**src/rtl/stx_pkg.sv**
```systemverilog
// Shared definitions for the serial transmitter: control word layout,
// frame kinds and the word-length decode. Assumes at most 9 data bits.
package stx_pkg;

    localparam int STX_MAX_BITS = 9;

    typedef enum logic [1:0] {
        FK_IDLE  = 2'd0,
        FK_BREAK = 2'd1,
        FK_DATA  = 2'd2
    } frame_kind_e;

    // Control word: bit 8 down to bit 0
    typedef struct packed {
        logic       brk;
        logic       fifo_en;
        logic       par_odd;
        logic       par_en;
        logic       two_stop;
        logic [1:0] wlen;
        logic       te;
        logic       ue;
    } ctrl_t;

    // Number of data bits for a word-length code (11 treated as 00)
    function automatic int data_bits(input logic [1:0] wl);
        case (wl)
            2'b01:   return 9;
            2'b10:   return 7;
            default: return 8;
        endcase
    endfunction

endpackage

```
**src/rtl/stx_ctrl.sv**
```systemverilog
// Control register and special-frame requests. Holds the configuration,
// latches the idle preamble and one-shot break requests, and picks the
// kind of the next frame (idle first, then break, then data).
// Assumes wr_ctrl and take may coincide; the write then wins.
module stx_ctrl
    import stx_pkg::*;
(
    input  logic        clk,
    input  logic        rst_n,
    input  logic        wr_ctrl,
    input  ctrl_t       wcfg,
    input  logic        take,
    output ctrl_t       cfg,
    output logic        pre_pend,
    output logic        brk_pend,
    output frame_kind_e kind
);

    // Configuration storage and request flags
    always_ff @(posedge clk) begin
        if (!rst_n) begin
            cfg      <= '0;
            pre_pend <= 1'b0;
            brk_pend <= 1'b0;
        end else begin
            if (take && pre_pend) begin
                pre_pend <= 1'b0;
            end else if (take && brk_pend) begin
                brk_pend <= 1'b0;
            end
            if (wr_ctrl) begin
                cfg     <= wcfg;
                cfg.brk <= 1'b0;
                if (!wcfg.ue) begin
                    pre_pend <= 1'b0;
                    brk_pend <= 1'b0;
                end else begin
                    if (wcfg.te && !(cfg.ue && cfg.te)) pre_pend <= 1'b1;
                    if (wcfg.brk) brk_pend <= 1'b1;
                end
            end
        end
    end

    // Frame-kind priority
    always_comb begin
        if (pre_pend)      kind = FK_IDLE;
        else if (brk_pend) kind = FK_BREAK;
        else               kind = FK_DATA;
    end

    p_break_one_shot_r5: assert property (@(posedge clk) disable iff (!rst_n)
        (take && kind == FK_BREAK && !wr_ctrl) |=> !brk_pend);

    p_cfg_brk_clear_r5: assert property (@(posedge clk) disable iff (!rst_n)
        wr_ctrl |=> !cfg.brk);

endmodule

```
**src/rtl/stx_buffer.sv**
```systemverilog
// Transmit data buffer: a single holding register or a DEPTH-entry FIFO,
// chosen by fifo_en. Produces the empty / not-full flags for the active
// buffer. Assumes the mode changes only while both buffers are empty.
module stx_buffer #(
    parameter int DEPTH = 4,
    parameter int W     = 9
) (
    input  logic         clk,
    input  logic         rst_n,
    input  logic         flush,
    input  logic         fifo_en,
    input  logic         push,
    input  logic [W-1:0] din,
    input  logic         pop,
    output logic         avail,
    output logic [W-1:0] dout,
    output logic         txe,
    output logic         txfnf
);

    localparam int PTR_W = (DEPTH > 1) ? $clog2(DEPTH) : 1;
    localparam int CNT_W = $clog2(DEPTH + 1);
    localparam logic [PTR_W-1:0] LAST = PTR_W'(DEPTH - 1);

    logic [W-1:0]     hold_q;
    logic             hold_v;
    logic [W-1:0]     mem [DEPTH];
    logic [PTR_W-1:0] rd_ptr, wr_ptr;
    logic [CNT_W-1:0] count;
    logic             full, do_push, do_pop;

    assign full    = (count == CNT_W'(DEPTH));
    assign do_push = push && fifo_en && !full;
    assign do_pop  = pop && fifo_en && (count != '0);

    // Single holding register
    always_ff @(posedge clk) begin
        if (!rst_n || flush) begin
            hold_v <= 1'b0;
            hold_q <= '0;
        end else begin
            if (pop && !fifo_en) hold_v <= 1'b0;
            if (push && !fifo_en) begin
                hold_q <= din;
                hold_v <= 1'b1;
            end
        end
    end

    // FIFO pointers and occupancy
    always_ff @(posedge clk) begin
        if (!rst_n || flush) begin
            rd_ptr <= '0;
            wr_ptr <= '0;
            count  <= '0;
        end else begin
            if (do_push) wr_ptr <= (wr_ptr == LAST) ? '0 : wr_ptr + 1'b1;
            if (do_pop)  rd_ptr <= (rd_ptr == LAST) ? '0 : rd_ptr + 1'b1;
            count <= count + CNT_W'(do_push) - CNT_W'(do_pop);
        end
    end

    // FIFO storage, one register per entry
    for (genvar g = 0; g < DEPTH; g++) begin : g_slot
        always_ff @(posedge clk) begin
            if (!rst_n) mem[g] <= '0;
            else if (do_push && wr_ptr == PTR_W'(g)) mem[g] <= din;
        end
    end

    // Output selection and flags for the active buffer
    always_comb begin
        if (fifo_en) begin
            avail = (count != '0);
            dout  = mem[rd_ptr];
            txe   = (count == '0);
            txfnf = !full;
        end else begin
            avail = hold_v;
            dout  = hold_q;
            txe   = !hold_v;
            txfnf = !hold_v;
        end
    end

    p_fifo_bound_r7: assert property (@(posedge clk) disable iff (!rst_n)
        count <= CNT_W'(DEPTH));

    p_pop_nonempty_r6: assert property (@(posedge clk) disable iff (!rst_n)
        pop |-> avail);

    p_full_drop_r7: assert property (@(posedge clk) disable iff (!rst_n)
        (fifo_en && full && push && !pop && !flush) |=> full);

endmodule

```
**src/rtl/stx_framer.sv**
```systemverilog
// Builds the bit vector (first bit in bit 0) and length of the next frame
// from its kind, the data word and the configuration. Purely combinational.
module stx_framer
    import stx_pkg::*;
#(
    parameter int FRAME_W = STX_MAX_BITS + 4,
    parameter int CNT_W   = $clog2(FRAME_W + 1)
) (
    input  frame_kind_e              kind,
    input  logic [STX_MAX_BITS-1:0]  data,
    input  ctrl_t                    cfg,
    output logic [FRAME_W-1:0]       vec,
    output logic [CNT_W-1:0]         len
);

    int   nb, ns;
    logic par;

    // Frame assembly by kind
    always_comb begin
        nb  = data_bits(cfg.wlen);
        ns  = cfg.two_stop ? 2 : 1;
        vec = '1;
        par = cfg.par_odd;
        for (int i = 0; i < STX_MAX_BITS; i++) begin
            if (i < nb - 1) par = par ^ data[i];
        end
        case (kind)
            FK_DATA: begin
                vec[0] = 1'b0;
                for (int i = 0; i < STX_MAX_BITS; i++) begin
                    if (i < nb) vec[i+1] = (cfg.par_en && i == nb - 1) ? par : data[i];
                end
                len = CNT_W'(1 + nb + ns);
            end
            FK_IDLE: begin
                len = CNT_W'(1 + nb + ns);
            end
            default: begin
                for (int i = 0; i < STX_MAX_BITS + 2; i++) begin
                    if (i < nb + 2) vec[i] = 1'b0;
                end
                len = CNT_W'(nb + 4);
            end
        endcase
    end

endmodule

```
**src/rtl/stx_shifter.sv**
```systemverilog
// Output shift register. On each baud tick it emits the next bit of the
// current frame, loading a new frame first when load is high. Tracks
// whether the line is still occupied by the bit just emitted.
// Assumes load is only raised on a tick while the shifter is empty.
module stx_shifter #(
    parameter int FRAME_W = 13,
    parameter int CNT_W   = $clog2(FRAME_W + 1)
) (
    input  logic               clk,
    input  logic               rst_n,
    input  logic               clear,
    input  logic               tick,
    input  logic               load,
    input  logic [FRAME_W-1:0] vec,
    input  logic [CNT_W-1:0]   len,
    output logic               txd,
    output logic               busy,
    output logic               empty
);

    logic [FRAME_W-1:0] sh_q, cur_sh;
    logic [CNT_W-1:0]   cnt_q, cur_cnt;

    // Frame source for this tick: fresh frame or remainder
    always_comb begin
        cur_sh  = load ? vec : sh_q;
        cur_cnt = load ? len : cnt_q;
    end

    assign empty = (cnt_q == '0);

    // Shift one bit onto the line per tick
    always_ff @(posedge clk) begin
        if (!rst_n || clear) begin
            sh_q  <= '0;
            cnt_q <= '0;
            txd   <= 1'b1;
            busy  <= 1'b0;
        end else if (tick) begin
            if (cur_cnt != '0) begin
                txd   <= cur_sh[0];
                sh_q  <= cur_sh >> 1;
                cnt_q <= cur_cnt - 1'b1;
                busy  <= 1'b1;
            end else begin
                txd   <= 1'b1;
                busy  <= 1'b0;
            end
        end
    end

    p_line_holds_r2: assert property (@(posedge clk) disable iff (!rst_n)
        (!tick && !clear) |=> $stable(txd));

    p_load_when_empty_r2: assert property (@(posedge clk) disable iff (!rst_n)
        load |-> empty);

    p_quiet_line_r10: assert property (@(posedge clk) disable iff (!rst_n)
        (tick && !load && empty && !clear) |=> (txd && !busy));

endmodule

```
**src/rtl/serial_tx.sv**
```systemverilog
// Top of the serial transmitter. Decodes the write port, connects the
// control register, data buffer, framer and shifter, and derives the
// completion flag. Assumes baud_tick is a one-cycle pulse.
module serial_tx
    import stx_pkg::*;
#(
    parameter int FIFO_DEPTH = 4
) (
    input  logic       clk,
    input  logic       rst_n,
    input  logic       wr_en,
    input  logic       wr_sel,
    input  logic [8:0] wr_data,
    input  logic       baud_tick,
    output logic       txd,
    output logic       st_txe,
    output logic       st_txfnf,
    output logic       st_tc
);

    localparam int FRAME_W = STX_MAX_BITS + 4;
    localparam int CNT_W   = $clog2(FRAME_W + 1);

    ctrl_t                   wcfg, cfg;
    frame_kind_e             kind;
    logic                    wr_ctrl, wr_dat, flush, take, data_pop, have;
    logic                    pre_pend, brk_pend, avail, busy, sh_empty;
    logic [STX_MAX_BITS-1:0] buf_data;
    logic [FRAME_W-1:0]      vec;
    logic [CNT_W-1:0]        len;

    // Write decode and load decision
    always_comb begin
        wcfg     = ctrl_t'(wr_data);
        wr_ctrl  = wr_en && !wr_sel;
        wr_dat   = wr_en && wr_sel && cfg.ue;
        flush    = wr_ctrl && !wcfg.ue;
        have     = pre_pend || brk_pend || avail;
        take     = baud_tick && cfg.ue && cfg.te && sh_empty && have;
        data_pop = take && (kind == FK_DATA);
    end

    stx_ctrl u_ctrl (
        .clk      (clk),
        .rst_n    (rst_n),
        .wr_ctrl  (wr_ctrl),
        .wcfg     (wcfg),
        .take     (take),
        .cfg      (cfg),
        .pre_pend (pre_pend),
        .brk_pend (brk_pend),
        .kind     (kind)
    );

    stx_buffer #(.DEPTH(FIFO_DEPTH), .W(STX_MAX_BITS)) u_buf (
        .clk     (clk),
        .rst_n   (rst_n),
        .flush   (flush),
        .fifo_en (cfg.fifo_en),
        .push    (wr_dat),
        .din     (wr_data),
        .pop     (data_pop),
        .avail   (avail),
        .dout    (buf_data),
        .txe     (st_txe),
        .txfnf   (st_txfnf)
    );

    stx_framer #(.FRAME_W(FRAME_W), .CNT_W(CNT_W)) u_framer (
        .kind (kind),
        .data (buf_data),
        .cfg  (cfg),
        .vec  (vec),
        .len  (len)
    );

    stx_shifter #(.FRAME_W(FRAME_W), .CNT_W(CNT_W)) u_shift (
        .clk   (clk),
        .rst_n (rst_n),
        .clear (flush),
        .tick  (baud_tick),
        .load  (take),
        .vec   (vec),
        .len   (len),
        .txd   (txd),
        .busy  (busy),
        .empty (sh_empty)
    );

    // Completion: line settled and nothing waiting
    assign st_tc = !busy && sh_empty && !pre_pend && !brk_pend && !avail;

    p_tc_line_high_r8: assert property (@(posedge clk) disable iff (!rst_n)
        st_tc |-> txd);

    p_disable_clears_r9: assert property (@(posedge clk) disable iff (!rst_n)
        flush |=> (st_tc && st_txe && txd));

endmodule

```
**config.mk**
```make
export PLATFORM = sky130hd
export DESIGN_NAME = serial_tx
export DESIGN_NICKNAME = d
export VERILOG_FILES = /design/src/rtl/stx_pkg.sv /design/src/rtl/stx_ctrl.sv /design/src/rtl/stx_buffer.sv /design/src/rtl/stx_framer.sv /design/src/rtl/stx_shifter.sv /design/src/rtl/serial_tx.sv
export SDC_FILE = /design/constraint.sdc
export NUM_CORES = 1
export LEC_CHECK = 0
export ABC_AREA = 0
export BUFFER_PORTS_ARGS = -buffer_cell sky130_fd_sc_hd__buf_2
export CAP_MARGIN = 10
export CORE_ASPECT_RATIO = 0.8
export CORE_MARGIN = 2
export CORE_UTILIZATION = 45
export DETAILED_ROUTE_END_ITERATION = 8
export PLACE_DENSITY = 0.68
export SYNTH_ARGS = -nofsm -noshare
export SYNTH_HDL_FRONTEND = slang
export SYNTH_SLANG_ARGS = --single-unit
```
**constraint.sdc**
```tcl
create_clock -name clk -period 5.7 [get_ports clk]
set_input_delay 0 -clock clk [delete_from_list [all_inputs] [get_ports clk]]
set_output_delay 0 -clock clk [all_outputs]
set_load 0.02 [all_outputs]
```
==> flow_summary.yaml, run 1 <==
worst_hold_path:
  hold_start: "baud_tick"
  hold_path_class: "in2reg"
placement:
  dp_hpwl_um: 7440
  gp_congestion: 0.834
  port_buffers: 17
floorplanning:
  start_util: 0.467
  core_area_sq_um: 9770
  die-area_sq_um: 11000
  ios: 18
  die_w_um: 117
  dieHeight_um: 94.0
  core.rowCount: 32
yosys:
  synth.avg_cell_area_sq_um: 9.56
  synth_common_cells: "nand2_1, dfxtp_1, nor2_1"
  ys_ff_latch: 83
  seq_area_frac_synth: 0.443
  synth_fp_nets: 507
  synth_top_area_frac: 0.237
  yosysWarnings: 0
  ys.flop_type: "dfxtp_1"
  postSynthCellCount: 477
  yosysUniqueCellTypes: 68
  syn_area_sq_um: 4560
  synth_edf_count: 36
  yosysTopAreaCell: "edfxtp_1"
  async_reset_ff_frac: 0
  synthTopCellsByArea: "edfxtp_1, dfxtp_1, nand2_1, and2_1, mux2i_1"
  synth_most_common_cell: "nand2_1"
power:
  combPwrFrac: 0.196
  p_sw_frac: 0.283
  p_per_area_nw_per_um2: 317
  switchingPower_mw: 0.462
  p_clk_frac: 0.383
  ir_drop_uv: 154
  sequentialPowerShare: 0.421
  power_mw: 1.63
  intPower_mw: 1.17
  leakagePower_nw: 1.85
critical_path:
  worstReg2RegStart: "u_ctrl.cfg[2]"
  critPathArrivalTime_ns: 4.28
  startpoint: "u_ctrl.cfg[2]"
  timing.critical_path.to_type: "register"
  cp_max_fo: 21
  crit_type: "reg2reg"
  required_ns: 5.94
  start_kind: "register"
cells_and_area:
  layout.nets: 522
  diodes: 0
  drive_gt1_frac: 0.105
  utilization: 0.527
  synthToLayoutAreaGrowth_pct: 12.9
timing:
  grt_setup_unrepaired: "false"
  post-route-period-util: 0.708
  drv_slew: 0
  setup_viol: 0
  fmax_mhz: 248
  holdWs_ns: 0.0302
  hold_viol: 0
  fin_crit_ns: 4.04
  relSlewSlack: 0.499
  fin_worst_skew_ns: 0.00435
  worst_slew_pin_slew_ns: 0.750
  setup_tns_ns: 0
clocking:
  numCtsBuffers: 9
  cts_tree: "yes"
  cts.path.max_buffers: 2
  root_buffer: "clkbuf_16"
  htree_levels: 3
  cts.reportedPaths.clkPinSlew_ns: 0.06
  clock_latency_ns: 0.34
  clock_sinks: 83
route:
  route.detailed.drc: 0
  drt_iter0_drc: 200
  wl_per_cell_um: 16.5
  wirelength_um: 10500
  vias: 3612
  routed_via_density: 5.71
  firstDrtPassIters: 5
  ant_nets: 0
global_route:
  grt_use_total: 0.206
  antenna_found_initial: 0
  grt_overflow: 0
  grt_max_degree: 25
  grt_pass1_wl_um: 17300
  first_global_vias: 3449
job:
  cap_viol_max_count: 0
outcome:
  outcome: "finished, final reports clean"
[worst max-delay path, cell delays in order (launching register included)]
cell and delay, ns:
dfxtp_1 0.38, inv_1 0.08, ha_1 0.42, ha_1 0.19, inv_1 0.04, ha_1 0.26
mux2_2 0.27, a31oi_1 0.38, ha_1 0.22, nand2b_1 0.09, a31o_2 0.23, o21ai_1 0.11
buf_4 0.25, mux2_2 0.37, or3_1 0.36, o32ai_1 0.28
[power groups by stage]
stage / Sequential [mW] / Combinational, mW / Clock [mW]
after detailed placement: 0.699 / 0.310 / 0
after CTS: 0.687 / 0.318 / 0.629
after global placement: 0.698 / 0.308 / 0
final: 0.687 / 0.320 / 0.626
after global routing: 0.691 / 0.357 / 0.654
after floorplan: 0.691 / 0.241 / 0
[metrics by stage]
step / instance area [sq um] / cells / setup WS [ns]
finish: 5150 / 633 / 1.66
global route: 5150 / 633 / 1.42
CTS: 5150 / 633 / 1.68
detailed placement: 4740 / 608 / 1.74
global placement: 4740 / 608 / 1.90
floorplan: 4560 / 477 / 2.16
[cell type report]
type                    count  area (sq um)
clock buffers              11           233
flip-flops and latches     83          2020
well taps                 136           170
inverters                  12          45.0
multi-input cells         356          2390
repair buffers             30           205
fillers                   886          4620
clock inverters             5          85.1
[logic make-up (layout without fill, tap and decap cells)]
kind of cell,Yosys count,after routing,share of synthesized area
simple gates,204,204,0.222
compound gates,98,98,0.151
flops,83,83,0.443
buf+inv,38,58,0.0340
mux,30,30,0.0853
fa+ha+maj,16,16,0.0455
xor+xnor,8,8,0.0187
[routing by layer]
metal | up-vias | global-route usage | part of all wire
li1 | 1750 | - | -
met1 | 1731 | 0.288 | 0.47
met2 | 116 | 0.328 | 0.46
met3 | 15 | 0.0265 | 0.051
met4 | 0 | 0.0765 | 0.018
met5 | - | 0 | 0
[sequential cells by signal (all words and copies together), names as in the netlist, named ones only]
register / count
u_buf.mem: 36
u_shift.sh_q: 12
u_buf.hold_q: 9
u_ctrl.cfg: 8
u_shift.cnt_q: 4
u_buf.count: 3
u_buf.rd_ptr: 2
u_buf.wr_ptr: 2
u_buf.hold_v: 1
u_ctrl.brk_pend: 1
u_ctrl.pre_pend: 1
u_shift.busy: 1
u_shift.txd: 1
[timing repair]
action / in CTS / in global routing
gates resized for setup: 0 / 0
hold buffers: 9 / 0
buffers inserted: 0 / 0
endpoints found under the hold margin: 15 / 0
[worst paths after layout]
kind / end / slack [ns] / cells past startpoint
setup / recovery: u_shift.sh_q[1] / 1.66 / 15
hold / removal: u_shift.txd / 0.03 / 3
setup reg to reg: u_shift.sh_q[1] / 1.66 / 15
hold reg to reg: u_buf.hold_q[6] / 0.45 / 2
[cell usage in the layout, fill, tap and decap left out, types with 12 or more instances in the layout]
cell type  count
nor3_1        17
edfxtp_1      36
nand2_1       63
ha_1          15
nor2_1        41
buf_2         17
inv_1         12
and2_1        37
a21oi_1       34
nand2b_1      17
dfxtp_1       47
mux2i_1       19
Note: power is estimated with default switching activity, not from simulation.
==> inputs of run 2 (changes only) <==
==> constraint.sdc (replaced) <==
create_clock -name clk -period 4.05 [get_ports clk]
set_input_delay 0 -clock clk [delete_from_list [all_inputs] [get_ports clk]]
set_output_delay 0 -clock clk [all_outputs]
set_load 0.02 [all_outputs]
==> flow_summary.yaml, run 2 (same netlist as run 1, synthesis figures left out) <==
outcome:
  outcome: "finished, final reports clean"
global_route:
  grt_use_total: 0.216
  grt_pass1_wl_um: 18100
  antenna_found_initial: 0
  grt_overflow: 0
  grt_max_degree: 25
  first_global_vias: 3469
clocking:
  htree_levels: 3
  cts.path.max_buffers: 2
  clock_sinks: 83
  numCtsBuffers: 9
  clock_latency_ns: 0.34
  cts_tree: "yes"
  ctsResizeCount: 0
  root_buffer: "clkbuf_16"
  cts.reportedPaths.clkPinSlew_ns: 0.06
  hold_buffers: 9
  post-cts-setup-buffers: 0
cells_and_area:
  drive_gt1_frac: 0.114
  final_cell_mix: "nand2_1, dfxtp_1, nor2_1"
  top_regs: "u_buf.mem x36, u_shift.sh_q x12, u_buf.hold_q x9"
  regMostFlops: "u_buf.mem"
  utilization: 0.525
  diodes: 0
  layout_commonest_cell: "nand2_1"
  largest_reg_flops: 36
  synthToLayoutAreaGrowth_pct: 12.4
  layout.nets: 525
route:
  firstDrtPassIters: 5
  wl_per_cell_um: 16.9
  vias: 3585
  routed_via_density: 5.64
  ant_nets: 0
  wirelength_um: 10800
  route.detailed.drc: 0
  drt_iter0_drc: 196
placement:
  port_buffers: 17
  dp_hpwl_um: 7860
  pre_cts_slack_ns: 0.453
  gp_congestion: 0.917
critical_path:
  path_common_cell: "ha_1"
  crit_family: "adder cells"
  path_buf_inv: 2
  crit_chain: "inv_1, ha_1, ha_1, inv_1, ha_1, mux2_2, a31oi_1, ha_1, nand2b_1, a31o_2, o21ai_1, mux2_2, or3_1, o32ai_1"
  required_ns: 4.30
  critPathArrivalTime_ns: 3.86
  r2r_cells: 14
  crit_type: "reg2reg"
  start_kind: "register"
  cp_max_fo: 7
  crit_path_top_delay_cell: "ha_1"
  cp.depth: 14
  timing.critical_path.to_type: "register"
  critPathMaxStageDelay_ns: 0.41
floorplanning:
  ios: 18
  dieHeight_um: 94.0
  core.rowCount: 32
  core_area_sq_um: 9770
  die-area_sq_um: 11000
  start_util: 0.467
  die_w_um: 117
timing:
  fmax_mhz: 277
  hold_viol: 0
  setup_tns_ns: 0
  setup_slack_ns: 0.439
  holdWs_ns: 0.0200
  relSlewSlack: 0.475
  worst_slew_pin_slew_ns: 0.788
  post-route-period-util: 0.892
  fin_worst_skew_ns: 0.00563
  setup_viol: 0
  fin_crit_ns: 3.61
  drv_slew: 0
  grt_setup_unrepaired: "false"
power:
  switchingPower_mw: 0.664
  combPwrFrac: 0.208
  intPower_mw: 1.53
  leakagePower_nw: 1.85
  p_per_area_nw_per_um2: 427
  sequentialPowerShare: 0.442
  p_clk_frac: 0.349
  p_sw_frac: 0.303
  ir_drop_uv: 210
  power_mw: 2.19
job:
  cap_viol_max_count: 0
worst_hold_path:
  hold_path_depth: 3
  hold_path_class: "in2reg"
==> run 2: metrics by stage <==
step / instances / instance area (sq um)
floorplan: 477 / 4560
global placement: 611 / 4760
detailed placement: 611 / 4760
CTS: 636 / 5130
global route: 636 / 5130
finish: 636 / 5130
==> run 2: tightest hold or removal path, cell delays in order <==
cell and delay, ns:
buf_2 0.17, o22ai_1 0.09, nand2_1 0.06
==> run 2: power by group through the flow <==
stage          Sequential [mW]  Clock, mW  Combinational, mW
2_1_floorplan            0.972          0              0.339
3_3_place_gp             0.984          0              0.438
3_5_place_dp             0.986          0              0.446
4_1_cts                  0.968      0.770              0.454
5_1_grt                  0.976      0.812              0.511
6_report                 0.969      0.765              0.456
==> run 2: path summary, 6_finish.rpt <==
path	start	to	slack [ns]
setup / recovery	u_ctrl.cfg[2]	u_shift.sh_q[1]	0.44
hold / removal	baud_tick	u_shift.txd	0.02
setup reg to reg	u_ctrl.cfg[2]	u_shift.sh_q[1]	0.44
hold reg to reg	u_buf.hold_q[3]	u_buf.hold_q[3]	0.46
==> run 2: layout make-up <==
type / count / area, sq um
fillers: 905 / 4640
multi-input cells: 356 / 2390
flip-flops and latches: 83 / 2020
repair buffers: 33 / 228
clock buffers: 9 / 225
well taps: 136 / 170
clock inverters: 7 / 50.0
inverters: 12 / 45.0
==> run 2: routing by layer <==
layer	wire, um	share of wire	track usage	up-vias
met2	5020	0.47	0.338	114
met1	4920	0.46	0.297	1705
met4	229	0.021	0.0794	0
met3	590	0.055	0.0413	19
met5	0	0	0	-
li1	-	-	-	1747
==> inputs of run 3 (changes only) <==
--- a/config.mk
+++ b/config.mk
@@ -5,7 +5,8 @@
 export SDC_FILE = /design/constraint.sdc
 export NUM_CORES = 1
 export LEC_CHECK = 0
-export ABC_AREA = 0
+export ABC_AREA = 1
+export ABC_CLOCK_PERIOD_IN_PS = 4050
 export BUFFER_PORTS_ARGS = -buffer_cell sky130_fd_sc_hd__buf_2
 export CAP_MARGIN = 10
 export CORE_ASPECT_RATIO = 0.8
==> flow_summary.yaml, run 3 <==
yosys:
  synth_edf_count: 36
  syn_area_sq_um: 4500
  synth_most_common_cell: "nand2_1"
  synth_common_cells: "nand2_1, nor2_1, inv_1"
  ys_ff_latch: 83
  yosysWarnings: 0
  synthTopCellsByArea: "edfxtp_1, dfxtp_1, nand2_1, nor2_1, inv_1"
  yosysTopAreaCell: "edfxtp_1"
  seq_area_frac_synth: 0.449
  ys.flop_type: "dfxtp_1"
  async_reset_ff_frac: 0
  synth.avg_cell_area_sq_um: 7.88
  postSynthCellCount: 571
  synth_top_area_frac: 0.240
  synth_fp_nets: 601
  yosysUniqueCellTypes: 45
cells_and_area:
  fillers: 935
  largest_reg_flops: 36
  diodes: 0
  design_area_sq_um: 4980
  final_cell_mix: "nand2_1, nor2_1, inv_1"
  layout.nets: 617
  drive_gt1_frac: 0.155
  top_regs: "u_buf.mem x36, u_shift.sh_q x12, u_buf.hold_q x9"
  layout_commonest_cell: "nand2_1"
  regMostFlops: "u_buf.mem"
  synthToLayoutAreaGrowth_pct: 10.8
worst_hold_path:
  holdPathEnd: "u_ctrl.cfg[7]"
  hold_start: "wr_data[7]"
  hold_path_class: "in2reg"
  hold_path_depth: 3
floorplanning:
  dieHeight_um: 93.5
  die-area_sq_um: 10800
  ios: 18
  start_util: 0.464
  die_w_um: 116
  core.rowCount: 32
  core_area_sq_um: 9690
clocking:
  clock_sinks: 83
  htree_levels: 3
  cts_tree: "yes"
  clock_latency_ns: 0.34
  cts.path.max_buffers: 2
  numCtsBuffers: 9
  post-cts-setup-buffers: 0
  cts.reportedPaths.clkPinSlew_ns: 0.07
  root_buffer: "clkbuf_16"
timing:
  post-route-period-util: 0.746
  setup_slack_ns: 1.03
  fmax_mhz: 331
  drv_slew: 0
  grt_setup_unrepaired: "false"
  worst_slew_pin_slew_ns: 1.06
  setup_tns_ns: 0
  fin_worst_skew_ns: 0.0106
  setup_viol: 0
  holdWs_ns: 0.0545
  relSlewSlack: 0.289
  hold_viol: 0
  fin_crit_ns: 3.02
power:
  combPwrFrac: 0.168
  p_clk_frac: 0.391
  intPower_mw: 1.52
  sequentialPowerShare: 0.441
  ir_drop_uv: 220
  power_mw: 2.13
  p_per_area_nw_per_um2: 428
  leakagePower_nw: 2.13
  switchingPower_mw: 0.611
  p_sw_frac: 0.286
route:
  route.detailed.drc: 0
  ant_nets: 0
  wl_per_cell_um: 14.3
  vias: 3779
  firstDrtPassIters: 5
  wirelength_um: 10400
  routed_via_density: 5.19
  drt_iter0_drc: 190
global_route:
  grt_use_total: 0.207
  first_global_vias: 3566
  grt_overflow: 0
  grt_pass1_wl_um: 17300
  grt_max_degree: 29
  antenna_found_initial: 0
outcome:
  outcome: "finished, final reports clean"
placement:
  pre_cts_slack_ns: 1.04
  placed_area_sq_um: 4650
  gp_congestion: 0.897
  port_buffers: 17
  dp_hpwl_um: 7580
critical_path:
  rrSetupSlack_ns: 1.03
  critPathArrivalTime_ns: 3.25
  start_kind: "register"
  r2r_end: "u_buf.count[2]"
  r2r_cells: 16
  timing.critical_path.to_type: "register"
  crit_type: "reg2reg"
  cp_max_fo: 28
  required_ns: 4.28
  worstReg2RegStart: "u_ctrl.cfg[7]"
job:
  cap_viol_max_count: 0
## run 3: changes by cell type in the layout (fill, tap and decap cells not counted), moves of 14 or more
| cell | delta |
|---|---|
| nand2_1 | +67 |
| inv_1 | +49 |
| nand3_1 | +40 |
| and2_1 | -37 |
| nor2_1 | +24 |
| o21ai_0 | +21 |
| mux2i_1 | -19 |
| inv_2 | +17 |
| nand2b_1 | -17 |
| nor3_1 | -14 |
## run 3: stage by stage
stage / std cells / util
after floorplan: 571 / -
after global placement: 709 / 0.480
after detailed placement: 709 / 0.480
after CTS: 728 / 0.514
after global routing: 728 / 0.514
final: 728 / 0.514
## run 3: timing repair
action | CTS | global route
gates resized for setup | 0 | 0
endpoints found under the hold margin | 3 | 0
hold buffers | 3 | 0
## run 3: cells by family after synthesis
logic type / count (synthesis) / synth area share
flip-flops: 83 / 0.449
AO/OA/AOI/OAI: 96 / 0.126
XOR/XNOR: 5 / 0.00973
adder cells (fa/ha/maj): 16 / 0.0461
AND/OR/NAND/NOR: 273 / 0.272
buffers and inverters: 98 / 0.0973
## run 3: layer usage
layer,routed length (um),track usage,vias up
met5,0,0,-
met4,123,0.0556,0
met3,676,0.0434,14
met2,4590,0.321,120
met1,5060,0.293,1760
li1,-,-,1885
## run 3: how the worst max path moves through the flow
stage                           to  cells past startpoint  slack (ns)     startpoint
floorplan           u_buf.count[2]                     17        1.41  u_ctrl.cfg[7]
detailed placement  u_buf.count[2]                     16        1.04  u_ctrl.cfg[7]
global placement    u_buf.count[2]                     16        1.16  u_ctrl.cfg[7]
global route        u_buf.count[2]                     16        0.78  u_ctrl.cfg[7]
CTS                 u_buf.count[2]                     16        1.02  u_ctrl.cfg[7]
finish              u_buf.count[2]                     16        1.03  u_ctrl.cfg[7]
## run 3: critical path, stage by stage, from the launching register on
cell	delay (ns)
dfxtp_1	0.30
buf_4	0.21
inv_2	0.16
nand2_1	0.07
nand2_1	0.16
nor2_4	0.05
nor2_4	0.32
nand2_1	0.12
nor2_1	0.28
ha_1	0.29
inv_1	0.06
ha_1	0.13
inv_1	0.05
fa_1	0.36
xor2_1	0.16
o21ai_0	0.15
a21oi_1	0.06
## run 3: area by class of cell
cell class	instances	area [sq um]	area share
tap	136	170	0.0341
inverter	79	304	0.0610
clock buffer	10	229	0.0459
sequential	83	2020	0.406
multi-input combinational	390	2040	0.409
clock inverter	6	73.8	0.0148
timing repair buffer	24	145	0.0291
## run 3: power by group through the flow
stage	Sequential (mW)	Clock (mW)	Combinational [mW]
2_1_floorplan	0.955	0	0.291
4_1_cts	0.940	0.842	0.358
3_5_place_dp	0.959	0	0.354
3_3_place_gp	0.958	0	0.347
5_1_grt	0.945	0.867	0.405
6_report	0.941	0.833	0.359
